$ cat src/rtl/alu_pkg.sv
`timescale 1ns/1ps
package alu_pkg;

    typedef enum logic [1:0] {
        OP_IDLE = 2'b00,
        OP_CMP  = 2'b01,
        OP_ADD  = 2'b10,
        OP_SUB  = 2'b11
    } alu_op_e;

    // Packed: neg is the MSB, lt the LSB of the 5-bit flag word.
    typedef struct packed {
        logic neg;
        logic cy;
        logic gt;
        logic eq;
        logic lt;
    } alu_flags_t;

    localparam int FLAG_W = $bits(alu_flags_t);

    typedef enum logic [1:0] {
        CSEL_NEG = 2'b00,
        CSEL_GT  = 2'b01,
        CSEL_EQ  = 2'b10,
        CSEL_LT  = 2'b11
    } cond_sel_e;

endpackage

$ cat src/rtl/alu_addsub.sv
`timescale 1ns/1ps
// Separate adder and subtractor; a two-way selector picks one of them.
module alu_addsub #(
    parameter int W = 16
) (
    input  logic [W-1:0] a_i,
    input  logic [W-1:0] b_i,
    input  logic         sel_sub_i,
    output logic [W-1:0] res_o,
    output logic         cy_o
);
    localparam int EW = W + 1;

    logic [EW-1:0] sum_ext;
    logic [EW-1:0] dif_ext;
    logic          borrow;

    always_comb begin
        sum_ext = {1'b0, a_i} + {1'b0, b_i};
        dif_ext = {1'b0, a_i} + {1'b0, ~b_i} + {{(EW-1){1'b0}}, 1'b1};
        borrow  = ~dif_ext[W];
    end

    always_comb begin
        if (sel_sub_i) begin
            res_o = dif_ext[W-1:0];
            cy_o  = borrow;
        end else begin
            res_o = sum_ext[W-1:0];
            cy_o  = sum_ext[W];
        end
    end
endmodule

$ cat src/rtl/alu_magcmp.sv
`timescale 1ns/1ps
// Unsigned magnitude comparator built as an MSB-first scan.
module alu_magcmp #(
    parameter int W = 16
) (
    input  logic [W-1:0] a_i,
    input  logic [W-1:0] b_i,
    output logic         gt_o,
    output logic         eq_o,
    output logic         lt_o
);
    // decided[i]: some bit at or above i differs; above_gt[i]: that first difference favours a
    logic [W:0] decided;
    logic [W:0] a_wins;

    assign decided[W] = 1'b0;
    assign a_wins[W]  = 1'b0;

    for (genvar i = W - 1; i >= 0; i--) begin : g_scan
        logic diff_bit;
        assign diff_bit   = a_i[i] ^ b_i[i];
        assign decided[i] = decided[i+1] | diff_bit;
        assign a_wins[i]  = decided[i+1] ? a_wins[i+1] : (diff_bit & a_i[i]);
    end

    assign eq_o = ~decided[0];
    assign gt_o = decided[0] & a_wins[0];
    assign lt_o = decided[0] & ~a_wins[0];
endmodule

$ cat src/rtl/alu_cond_mux.sv
`timescale 1ns/1ps
module alu_cond_mux
    import alu_pkg::*;
(
    input  alu_flags_t  flags_i,
    input  logic [1:0]  sel_i,
    output logic        cond_o
);
    always_comb begin
        unique case (cond_sel_e'(sel_i))
            CSEL_NEG: cond_o = flags_i.neg;
            CSEL_GT:  cond_o = flags_i.gt;
            CSEL_EQ:  cond_o = flags_i.eq;
            CSEL_LT:  cond_o = flags_i.lt;
            default:  cond_o = 1'b0;
        endcase
    end
endmodule

$ cat src/rtl/acc_alu_unit.sv
`timescale 1ns/1ps
module acc_alu_unit
    import alu_pkg::*;
#(
    parameter int W = 16
) (
    input  logic                clk,
    input  logic                rst_n,
    input  logic [1:0]          op_i,
    input  logic [W-1:0]        x_i,
    input  logic [W-1:0]        y_i,
    input  logic [1:0]          cond_sel_i,
    output logic [W-1:0]        result_o,
    output logic                result_vld_o,
    output logic [FLAG_W-1:0]   flags_o,
    output logic                cond_o
);
    localparam int SIGN_BIT = W - 1;

    typedef struct packed {
        logic [W-1:0] res;
        logic         vld;
        alu_flags_t   flg;
    } alu_state_t;

    alu_state_t st_d, st_q;
    alu_op_e    op;

    logic [W-1:0] as_res;
    logic         as_cy;
    logic         cmp_gt, cmp_eq, cmp_lt;

    assign op = alu_op_e'(op_i);

    // Compare shares the subtract path for its sign and borrow.
    alu_addsub #(.W(W)) u_addsub (
        .a_i       (x_i),
        .b_i       (y_i),
        .sel_sub_i (op != OP_ADD),
        .res_o     (as_res),
        .cy_o      (as_cy)
    );

    alu_magcmp #(.W(W)) u_cmp (
        .a_i  (x_i),
        .b_i  (y_i),
        .gt_o (cmp_gt),
        .eq_o (cmp_eq),
        .lt_o (cmp_lt)
    );

    always_comb begin
        st_d     = st_q;
        st_d.vld = 1'b0;
        unique case (op)
            OP_IDLE: ;
            OP_CMP: begin
                st_d.flg = '{neg: as_res[SIGN_BIT], cy: as_cy,
                             gt: cmp_gt, eq: cmp_eq, lt: cmp_lt};
            end
            OP_ADD, OP_SUB: begin
                st_d.res = as_res;
                st_d.vld = 1'b1;
                st_d.flg = '{neg: as_res[SIGN_BIT], cy: as_cy,
                             gt: cmp_gt, eq: cmp_eq, lt: cmp_lt};
            end
            default: ;
        endcase
    end

    always_ff @(posedge clk or negedge rst_n) begin
        if (!rst_n) st_q <= '0;
        else        st_q <= st_d;
    end

    assign result_o     = st_q.res;
    assign result_vld_o = st_q.vld;
    assign flags_o      = st_q.flg;

    alu_cond_mux u_cond (
        .flags_i (st_q.flg),
        .sel_i   (cond_sel_i),
        .cond_o  (cond_o)
    );
endmodule

$ cat config.mk
export PLATFORM = sky130hd
export DESIGN_NAME = acc_alu_unit
export DESIGN_NICKNAME = d
export VERILOG_FILES = /design/src/rtl/alu_pkg.sv /design/src/rtl/alu_addsub.sv /design/src/rtl/alu_magcmp.sv /design/src/rtl/alu_cond_mux.sv /design/src/rtl/acc_alu_unit.sv
export SDC_FILE = /design/constraint.sdc
export NUM_CORES = 1
export LEC_CHECK = 0
export BUFFER_PORTS_ARGS = -buffer_cell sky130_fd_sc_hd__buf_2
export CAP_MARGIN = 15
export CELL_PAD_IN_SITES_DETAIL_PLACEMENT = 1
export CELL_PAD_IN_SITES_GLOBAL_PLACEMENT = 2
export CORE_MARGIN = 1.5
export CORE_UTILIZATION = 35
export DETAILED_ROUTE_END_ITERATION = 10
export PLACE_DENSITY = 0.82
export SKIP_CTS_REPAIR_TIMING = 1
export SLEW_MARGIN = 0
export SYNTH_ARGS = -nofsm -noshare
export SYNTH_HDL_FRONTEND = slang
export SYNTH_HIERARCHICAL = 1
export SYNTH_SLANG_ARGS = --single-unit
$ cat constraint.sdc
create_clock -name clk -period 1.53 [get_ports clk]
set_input_delay 0 -clock clk [delete_from_list [all_inputs] [get_ports clk]]
set_output_delay 0 -clock clk [all_outputs]
set_load 0.01 [all_outputs]
==> summary.txt, run 1 <==
Finish
  – Fillers: 1009
  – Combined area of the multi-input logic cells: 0.002691 mm^2
  – Share of layout cells above drive strength 1: 50.47%
  – Synth-to-layout area growth: 61.60%
  – Layout Utilization: 59.01%
  – Final Non-Filler Cells: approximately 630
  – Nets@finish: 617
  – Diode count: 0
  – Sequential cell area: 550.5 um^2

Power
  – Net Sw Frac: 36.81%
  – Sequential share of power: 24.8%
  – Part of the power in combinational logic: a little under 60%
  – Pint: 2086 uW
  – Tot Pwr: 3301 uW
  – P_leak: approximately 0.0024 uW
  – Share of power burned in the clock network: 16.7%
  – Sw Pwr: 1215 uW
  – Max VDD drop: 0.0003464 V
  – Cell Pwr Density: 674.1 mW/mm^2

Status
  – Violated checks: setup timing
  – Status: finished with violations

Timing
  – Worst setup slack after layout: -0.4191 ns
  – Final Hold Vio Count: 0
  – Final Critical Period: roughly 2 ns
  – Worst-margin pin slew: 0.5067 ns
  – Final setup vio count: 12
  – RSZ-0062 raised after global routing: yes
  – Final period utilization: 127.4%
  – Rel. slew slack: 66.22%
  – Max Clk Rate: approximately 510 MHz
  – Clk_skew: 0 ns
  – Max Slew Vio Count: 0

Setup path
  – CP Max Fanout: 4
  – Slowest cell on the critical path: or4_1
  – WS Path Type: in -> reg
  – RR Endpoint: result_o[10]
  – Crit-path max cell delay: 0.42 ns
  – Setup crit start kind: primary input
  – Crit path cell chain: buf_8 > ha_4 > nor3_4 > o21ai_2 > a311o_1 > or4_1 > nand4_1 > o211ai_1 > xnor2_1 > mux2_4
  – Critical Path RT: 1.69 ns
  – Reg2reg start: result_o[10]
  – Worst R2R Setup Slack: 0.73 ns
  – Crit path arrival time: 2.11 ns
  – FF-to-FF path depth: 1
  – Critical Path End Type: flop

Flow run
  – MaxCap Viol Count: 0

Placement
  – Setup slack at placement: -0.8106 ns
  – Placed cells: 620
  – Routability congestion estimate: 0.8799
  – IO buf count: 60
  – Final HPWL DP: around 8.5 mm

Logic synthesis
  – Library cells used by synthesis: 57
  – Leading area contributor after synthesis: ha_1
  – Asr flop ratio synth: 100.0%
  – Mapped cell area: 0.003030 mm^2
  – Register area share after synthesis: 18.17%
  – Cell with the most instances after synthesis: inv_1
  – Seq cells post-synth: 22
  – Syn_area_per_cell: 8.146 um^2
  – Synth area leaders: ha_1, dfrtp_1, inv_1
  – Post-Syn Nets: 459
  – Mapped Cells: between 300 and 400
  – Commonest cells post-synth: inv_1, ha_1, a21oi_1, nor2_1
  – YS warnings: 6
  – Share of the synthesized area in the top cell type: 19.41%
  – Main synth FF type: dfrtp_1
  – EDFF count, synth: 0

Hold path
  – Hold Path Sink: result_vld_o
  – Worst hold path startpoint: op_i[1]
  – Hold Crit Depth: 2
  – Hold crit path type: in -> reg

Die
  – Die W: between 90 and 100 um
  – Core area: 0.008299 mm^2
  – FP Rows: 33
  – Die Height: 96.05 um
  – Initial core utilization: 36.51%
  – Die area: ~0.0092 mm^2
  – IO Count: 61

Detailed routing
  – Via count: 3370
  – Post-DRT Antenna Nets: 0
  – Average wire per standard cell: approximately 17 um
  – Final WL: 10.95 mm
  – Pre-antenna DRT Iters: 5
  – Iter 0 DRT Violations: 174
  – DR DRC count: 0
  – Via density: 5.315

GRT
  – Initial antenna violation count: 0
  – Grt ovf: 0
  – First-pass GRT wire length: between 15 and 20 mm
  – Largest net degree at the start of global routing: 23
  – GRT Util Overall: 22.27%
  – Vias in the first global route: 3310

Clock network
  – Num CTS Buffers: 3
  – Depth of the CTS H-tree: 1
  – Worst-Skew Late Latency: 0.27 ns
  – Root Buffer: clkbuf_8
  – CTS tree: built
  – TritonCTS Sinks: 22
  – Worst-path clk slew: approximately 0.080 ns
  – CTS Buffer Depth: 2
-- area by class of cell --
type                    instances  area share (%)
repair buffers                169           25.01
flip-flops and latches         22           11.24
multi-input cells             278           54.96
clock buffers                   3          0.8431
clock inverters                 1          0.6132
well taps                     105           2.683
inverters                      56           4.650
-- through the flow --
step	setup TNS (ns)	hold WS (ns)	cell area [um^2]
2_1_floorplan	-3.210	-0.2956	3094
3_3_place_gp	-8.506	-0.004863	4184
3_5_place_dp	-10.01	0.001585	4184
4_1_cts	-5.166	-0.2987	4255
5_1_grt	-4.443	0.1709	4897
6_report	-3.223	0.1726	4897
-- critical path: cells and delay by family --
family | cells | cell delay, ns
AO/OA/AOI/OAI | 3 | 0.56
XOR/XNOR | 1 | 0.18
adder cells (fa/ha/maj) | 1 | 0.26
buffers and inverters | 1 | 0.10
multiplexers | 1 | 0.28
AND/OR/NAND/NOR | 3 | 0.72
-- routing by layer --
metal	vias up	GRT usage, %	routed length, um
li1	1624	-	-
met1	1663	31.16	4966
met2	76	38.03	5551
met3	7	1.264	354
met4	0	3.799	76
met5	-	0	0
-- state kept, by name (all words and copies together), names as in the netlist --
name and cells:
result_o 16, flags_o 5, result_vld_o 1
-- cell usage in the layout (no fill, tap or decap), drive strengths merged, types with 2 or more instances in the layout --
| cell type | n |
|---|---|
| o21ai | 24 |
| and4 | 2 |
| a21oi | 36 |
| o2111ai | 3 |
| a211o | 2 |
| nor3 | 9 |
| o211ai | 7 |
| ha | 47 |
| nor4 | 2 |
| mux2 | 22 |
| a221oi | 3 |
| a21o | 5 |
| xnor2 | 8 |
| o211a | 2 |
| o22ai | 2 |
| clkbuf | 3 |
| a31o | 2 |
| fa | 2 |
| nand2 | 10 |
| nor2 | 28 |
| a31oi | 3 |
| and3 | 3 |
| a311o | 2 |
| nand3b | 3 |
| inv | 56 |
| a211oi | 3 |
| xor2 | 5 |
| nor2b | 7 |
| nand4 | 2 |
| nand2b | 5 |
| nand3 | 13 |
| dfrtp | 22 |
| and2 | 3 |
| buf | 168 |
-- worst max-delay path by stage --
| stage | start | to | slack [ns] | depth (start not counted) |
|---|---|---|---|---|
| 4_1_cts | y_i[1] | result_o[13] | -0.52 | 11 |
| 5_1_grt | x_i[2] | result_o[13] | -0.50 | 10 |
| 3_5_place_dp | y_i[1] | result_o[13] | -0.81 | 11 |
| 3_3_place_gp | y_i[2] | result_o[13] | -0.71 | 11 |
| 6_report | x_i[2] | result_o[13] | -0.42 | 10 |
| 2_1_floorplan | y_i[4] | result_o[13] | -0.47 | 11 |
-- kinds of logic (layout without fill, tap and decap cells) --
logic type	count (synthesis)	count (layout)	synth area share (%)
AOI/OAI and AO/OA	103	103	21.80
xor gates and xnor gates	13	13	3.757
adders and majority gates	49	49	20.73
buffers and inverters	72	229	9.661
DFF	22	22	18.17
muxes	24	24	10.36
and+or+nand+nor	89	89	15.52
-- power groups by stage --
stage                     Sequential, uW  Clock, uW  Combinational (uW)
final                                819        550                1930
after global routing                 835        580                2110
after CTS                            817        566                1610
after detailed placement             824          0                1600
after global placement               815          0                1540
after floorplan                      873          0                 816
No activity file was read; power rests on OpenSTA's default activity.
==> run 2: changes to the inputs <==
--- a/config.mk
+++ b/config.mk
@@ -12,7 +12,9 @@
 export CORE_MARGIN = 1.5
 export CORE_UTILIZATION = 35
 export DETAILED_ROUTE_END_ITERATION = 10
-export PLACE_DENSITY = 0.82
+export MAX_ROUTING_LAYER = met4
+export PLACE_DENSITY = 0.83
+export RECOVER_POWER = 25
 export SKIP_CTS_REPAIR_TIMING = 1
 export SLEW_MARGIN = 0
 export SYNTH_ARGS = -nofsm -noshare
==> run 2 against run 1 <==
Against the previous run: the run still ends with setup timing left; fmax up 2.0%; critical path depth unchanged; non-clock buffer count down 4; sequential power down 0.9%; critical path type unchanged.
==> summary.txt, run 2 (synthesis gave the netlist of run 1 again) <==
GRT
  – Vias in the first global route: between 3000 and 4000
  – Met1 Use GR: 31.07%
  – Grt ovf: 0
  – Busiest grt layer: met2
  – First-pass GRT wire length: between 15 and 20 mm
  – Routing usage on met3: 1.106%
  – Largest net degree at the start of global routing: 23
  – GRT Util Overall: between 20% and 30%
  – Initial antenna violation count: 0
  – Met2 Resource Use GR: 37.85%

Power
  – Cell Pwr Density: 678.0 mW/mm^2
  – Share of power burned in the clock network: 17.0%
  – Max VDD drop: 0.0003440 V
  – Net Sw Frac: 36.72%
  – P_leak: 0.002327 uW
  – Sequential share of power: 25.3%
  – Sw Pwr: 1179 uW
  – Pint: between 2000 and 2500 uW
  – Part of the power in combinational logic: 57.7%

Setup path
  – Crit-path max cell delay: ~0.41 ns
  – Slowest cell on the critical path: or4_1
  – Setup crit end: result_o[13]
  – WS Path Type: in -> reg
  – CP startpoint: x_i[4]
  – FF-to-FF path depth: 1
  – Critical Path End Type: flop
  – Reg2reg start: result_o[14]
  – Critical Path RT: 1.68 ns
  – Crit path arrival time: 2.06 ns
  – Crit path cell chain: buf_8 > ha_4 > nor3_4 > o21ai_2 > a311o_1 > or4_1 > nand4_1 > o211ai_1 > xnor2_1 > mux2_4
  – CP Max Fanout: 6
  – RR Endpoint: result_o[14]
  – Setup crit start kind: primary input
  – Worst R2R Setup Slack: 0.74 ns

Die
  – IO Count: 61
  – Initial core utilization: 36.51%
  – Core area: 0.008299 mm^2
  – Die area: 0.009226 mm^2
  – Die W: 96.05 um
  – FP Rows: 33
  – Die Height: 96.05 um

Finish
  – Most common cell after layout, fill and taps aside: buf_4
  – Design area: 0.004737 mm^2
  – Share of layout cells above drive strength 1: 48.38%
  – Synth-to-layout area growth: 56.32%
  – Diode count: 0
  – Nets@finish: 613
  – Max reg flops: 16
  – Final Non-Filler Cells: 630
  – Fillers: a little under 1000
  – Commonest non-fill, non-tap cells in the layout: buf_4, buf_2, inv_1, a21oi_1, ha_1

Timing
  – Clk_skew: 0 ns
  – Max Slew Vio Count: 0
  – Worst-margin pin slew: 0.5870 ns
  – RSZ-0062 raised after global routing: yes
  – Max Clk Rate: 523.1 MHz
  – Rel. slew slack: 60.86%
  – Final Critical Period: 1.912 ns
  – Final Hold Vio Count: 0
  – Final setup vio count: 14
  – Worst setup slack after layout: -0.3817 ns
  – Final period utilization: 124.9%

Clock network
  – Num CTS Buffers: 3
  – Root Buffer: clkbuf_8
  – CTS Buffer Depth: 2
  – Worst-path clk slew: 0.08 ns
  – CTS tree: built
  – Worst-Skew Late Latency: ~0.26 ns
  – TritonCTS Sinks: 22
  – Depth of the CTS H-tree: 1

Placement
  – Routability congestion estimate: 0.9129
  – Placed cells: between 600 and 700
  – Placed inst area: 0.004161 mm^2
  – IO buf count: 60
  – Final HPWL DP: ~8.4 mm

Detailed routing
  – Post-DRT Antenna Nets: 0
  – Via density: 5.360
  – Iter 0 DRT Violations: 183
  – Pre-antenna DRT Iters: 4
  – Final WL: 10.80 mm
  – Via count: 3377
  – Average wire per standard cell: 17.13 um
  – DR DRC count: 0

Status
  – Status: finished with violations
  – Violated checks: setup timing

Hold path
  – Hold crit path type: in -> reg

Flow run
  – MaxCap Viol Count: 0
-- run 2: changes by cell type in the layout (fill, tap and decap cells not counted), moves of 3 or more --
| cell | before | now |
|---|---|---|
| nand3_2 | 0 | 3 |
| buf_2 | 47 | 51 |
| a21oi_2 | 7 | 3 |
| ha_4 | 15 | 11 |
| a21oi_1 | 27 | 32 |
| buf_6 | 15 | 3 |
-- run 2: through the flow --
step,utilization [%],setup WS [ns],hold WS (ns),TNS [ns],power [uW]
floorplan,-,-0.4655,-0.2956,-3.210,1689
global placement,50.14,-0.7049,-0.005499,-8.438,2353
detailed placement,50.14,-0.8275,-0.00006278,-10.13,2410
CTS,51.00,-0.5567,-0.2892,-5.511,2972
global route,57.08,-0.4682,0.1753,-4.379,3436
finish,57.08,-0.3817,0.1678,-3.359,3212
-- run 2: worst min-delay path by stage --
stage          startpoint           end  slack, ns  cells past startpoint
6_report          op_i[1]  result_vld_o       0.17                      2
3_5_place_dp        rst_n   result_o[0]   -0.00006                      1
5_1_grt           op_i[1]  result_vld_o       0.18                      2
4_1_cts             rst_n   result_o[1]      -0.29                      1
3_3_place_gp        rst_n   result_o[1]     -0.005                      1
2_1_floorplan       rst_n    flags_o[0]      -0.30                      0
-- run 2: critical path: cells and delay by family --
family	cells	cell delay [ns]
adder cells (fa/ha/maj)	1	0.27
buffers and inverters	1	0.10
AND/OR/NAND/NOR	3	0.73
XOR/XNOR	1	0.14
AO/OA/AOI/OAI	3	0.57
multiplexers	1	0.25
-- run 2: routing by layer --
| layer | part of all wire [%] | vias to the layer above |
|---|---|---|
| met5 | 0 | - |
| met4 | 1.0 | 0 |
| met3 | 4.3 | 14 |
| met2 | 48 | 88 |
| met1 | 46 | 1662 |
| li1 | - | 1613 |
-- run 2: power by group through the flow --
| stage | Clock (uW) | Sequential [uW] | Combinational (uW) |
|---|---|---|---|
| 2_1_floorplan | 0 | 873 | 816 |
| 3_3_place_gp | 0 | 815 | 1540 |
| 3_5_place_dp | 0 | 823 | 1590 |
| 4_1_cts | 562 | 812 | 1600 |
| 5_1_grt | 579 | 832 | 2020 |
| 6_report | 545 | 812 | 1850 |
-- run 2: area by class of cell --
cell class	instances	area, um^2	share of cell area, %
Timing Repair Buffer	165	1162	24.54
Clock inverter	1	30.03	0.6339
Clock buffer	3	41.29	0.8716
Sequential cell	22	550.5	11.62
Inverter	56	225.2	4.754
Tap cell	105	131.4	2.773
Multi-Input combinational cell	278	2596	54.81
==> run 3: changes to the inputs <==
--- a/config.mk
+++ b/config.mk
@@ -6,7 +6,7 @@
 export NUM_CORES = 1
 export LEC_CHECK = 0
 export BUFFER_PORTS_ARGS = -buffer_cell sky130_fd_sc_hd__buf_2
-export CAP_MARGIN = 15
+export CAP_MARGIN = 40
 export CELL_PAD_IN_SITES_DETAIL_PLACEMENT = 1
 export CELL_PAD_IN_SITES_GLOBAL_PLACEMENT = 2
 export CORE_MARGIN = 1.5
@@ -15,6 +15,7 @@
 export MAX_ROUTING_LAYER = met4
 export PLACE_DENSITY = 0.83
 export RECOVER_POWER = 25
+export SETUP_SLACK_MARGIN = 0.5
 export SKIP_CTS_REPAIR_TIMING = 1
 export SLEW_MARGIN = 0
 export SYNTH_ARGS = -nofsm -noshare
==> run 3 against run 2 <==
Against the previous run: the flow still finishes with violations (setup timing); cell count is 1.4% higher; largest power group unchanged; die area stayed put; critical path type unchanged; routed wire length is 24% higher; via count is 4.8% higher; non-clock buffer count is 9 higher; critical path depth is 2 higher; register-to-register slack worse by 0.10 ns; total power is 10% higher.
==> summary.txt, run 3 (synthesis gave the netlist of run 1 again) <==
Status
  – Status: finished with violations
  – Violated checks: setup timing

Clock network
  – CTS Buffer Depth: 2
  – Worst-path clk slew: 0.09 ns
  – Worst-Skew Late Latency: 0.27 ns
  – Num CTS Buffers: 3
  – TritonCTS Sinks: 22
  – Root Buffer: clkbuf_8
  – CTS tree: built
  – Depth of the CTS H-tree: 1

Detailed routing
  – Via count: 3540
  – DR DRC count: 0
  – Iter 0 DRT Violations: 135
  – Post-DRT Antenna Nets: 0
  – Pre-antenna DRT Iters: 4
  – Average wire per standard cell: 20.99 um
  – Final WL: 13.41 mm
  – Via density: 5.540

Setup path
  – WS Path Type: in -> reg
  – Critical Path End Type: flop
  – Setup crit start kind: primary input
  – Critical Path RT: 1.69 ns
  – CP Max Fanout: 6
  – Crit path arrival time: 2.13 ns

GRT
  – Vias in the first global route: 3579
  – GRT Util Overall: 24.38%
  – First-pass GRT wire length: 16.88 mm
  – Largest net degree at the start of global routing: 23
  – Initial antenna violation count: 0
  – Grt ovf: 0

Timing
  – Max Clk Rate: 508.8 MHz
  – RSZ-0062 raised after global routing: yes
  – Max Slew Vio Count: 0
  – Total negative slack: -4.485 ns
  – Final Hold Vio Count: 0
  – Final period utilization: 128.5%
  – Worst setup slack after layout: -0.4354 ns
  – Worst-margin pin slew: 0.5523 ns
  – Clk_skew: 0 ns
  – Final setup vio count: 16
  – Final Critical Period: 1.965 ns
  – Rel. slew slack: between 60% and 70%

Die
  – Initial core utilization: ~37%
  – Die W: 96.05 um
  – Core area: around 0.0083 mm^2
  – FP Rows: 33
  – Die Height: 96.05 um
  – Die area: 0.009226 mm^2
  – IO Count: 61

Placement
  – Final HPWL DP: ~9 mm
  – Routability congestion estimate: 0.8895
  – Placed inst area: 0.004345 mm^2
  – IO buf count: 60
  – Placed cells: 618

Finish
  – Synth-to-layout area growth: 71.84%
  – Design area: 0.005207 mm^2
  – Final Non-Filler Cells: 639
  – Diode count: 0
  – Share of layout cells above drive strength 1: approximately 56%
  – Most common cell after layout, fill and taps aside: buf_4
  – Max reg flops: 16
  – Nets@finish: 622
  – Commonest non-fill, non-tap cells in the layout: buf_4, buf_2, inv_1, ha_1, buf_6

Power
  – Cell Pwr Density: 680.4 mW/mm^2
  – Max VDD drop: 0.0003899 V
  – P_leak: ~0.0025 uW
  – Tot Pwr: 3543 uW

Flow run
  – MaxCap Viol Count: 0

Hold path
  – Hold crit path type: in -> reg
## run 3: cell types whose count changed in the layout (fill, tap and decap cells not counted), moves of 5 or more
cell	delta
buf_2	-7
a21oi_2	+7
o21ai_0	-5
inv_1	-9
buf_6	+22
ha_4	+5
a21oi_1	-9
o21ai_1	+5
buf_4	-8
## run 3: layer usage
layer	vias to the layer above	share of wire, %	GRT usage, %
met4	0	4.1	4.657
met3	34	2.1	1.817
met1	1781	37	25.63
met2	95	57	49.06
li1	1630	-	-
met5	-	0	-
## run 3: layout make-up
class	count	area (um^2)
clock inverter	1	30.03
timing repair buffer	174	1390
inverter	56	267.8
clock buffer	3	41.29
multi-input combinational	278	2796
tap	105	131.4
fill	959	3092
sequential	22	550.5
## run 3: worst paths after layout
check	startpoint	end	slack [ns]	depth (start not counted)
worst max-delay path	y_i[4]	flags_o[4]	-0.44	12
min in group asynchronous	rst_n	result_o[2]	0.24	2
worst min register to register	result_o[13]	result_o[13]	0.52	1
worst max register to register	flags_o[1]	flags_o[1]	0.64	2
worst min-delay path	op_i[0]	flags_o[3]	0.21	4
max in group asynchronous	rst_n	flags_o[2]	0.92	2
## run 3: worst max-delay path: stages
cell and delay, ns:
buf_12 0.09, inv_12 0.03, ha_4 0.33, inv_4 0.05
a21oi_4 0.22, a311o_1 0.31, buf_4 0.16, a21oi_4 0.05
nor4_4 0.35, a221oi_2 0.11, xnor2_1 0.15, mux2_2 0.27
## run 3: metrics by stage
stage          setup WS [ns]  utilization [%]  hold slack, ns
2_1_floorplan        -0.4653                -         -0.2956
3_3_place_gp         -0.7360            52.36        0.003719
3_5_place_dp         -0.8618            52.36        0.006583
4_1_cts              -0.5778            53.22         -0.2873
5_1_grt              -0.5050            62.75          0.2012
6_report             -0.4354            62.75          0.2075
## run 3: report_power, final
group / switching, uW / internal (uW) / leakage, uW
Clock: 218 / 350 / 0.0000357
Sequential: 107 / 722 / 0.000259
Combinational: 1050 / 1100 / 0.00216
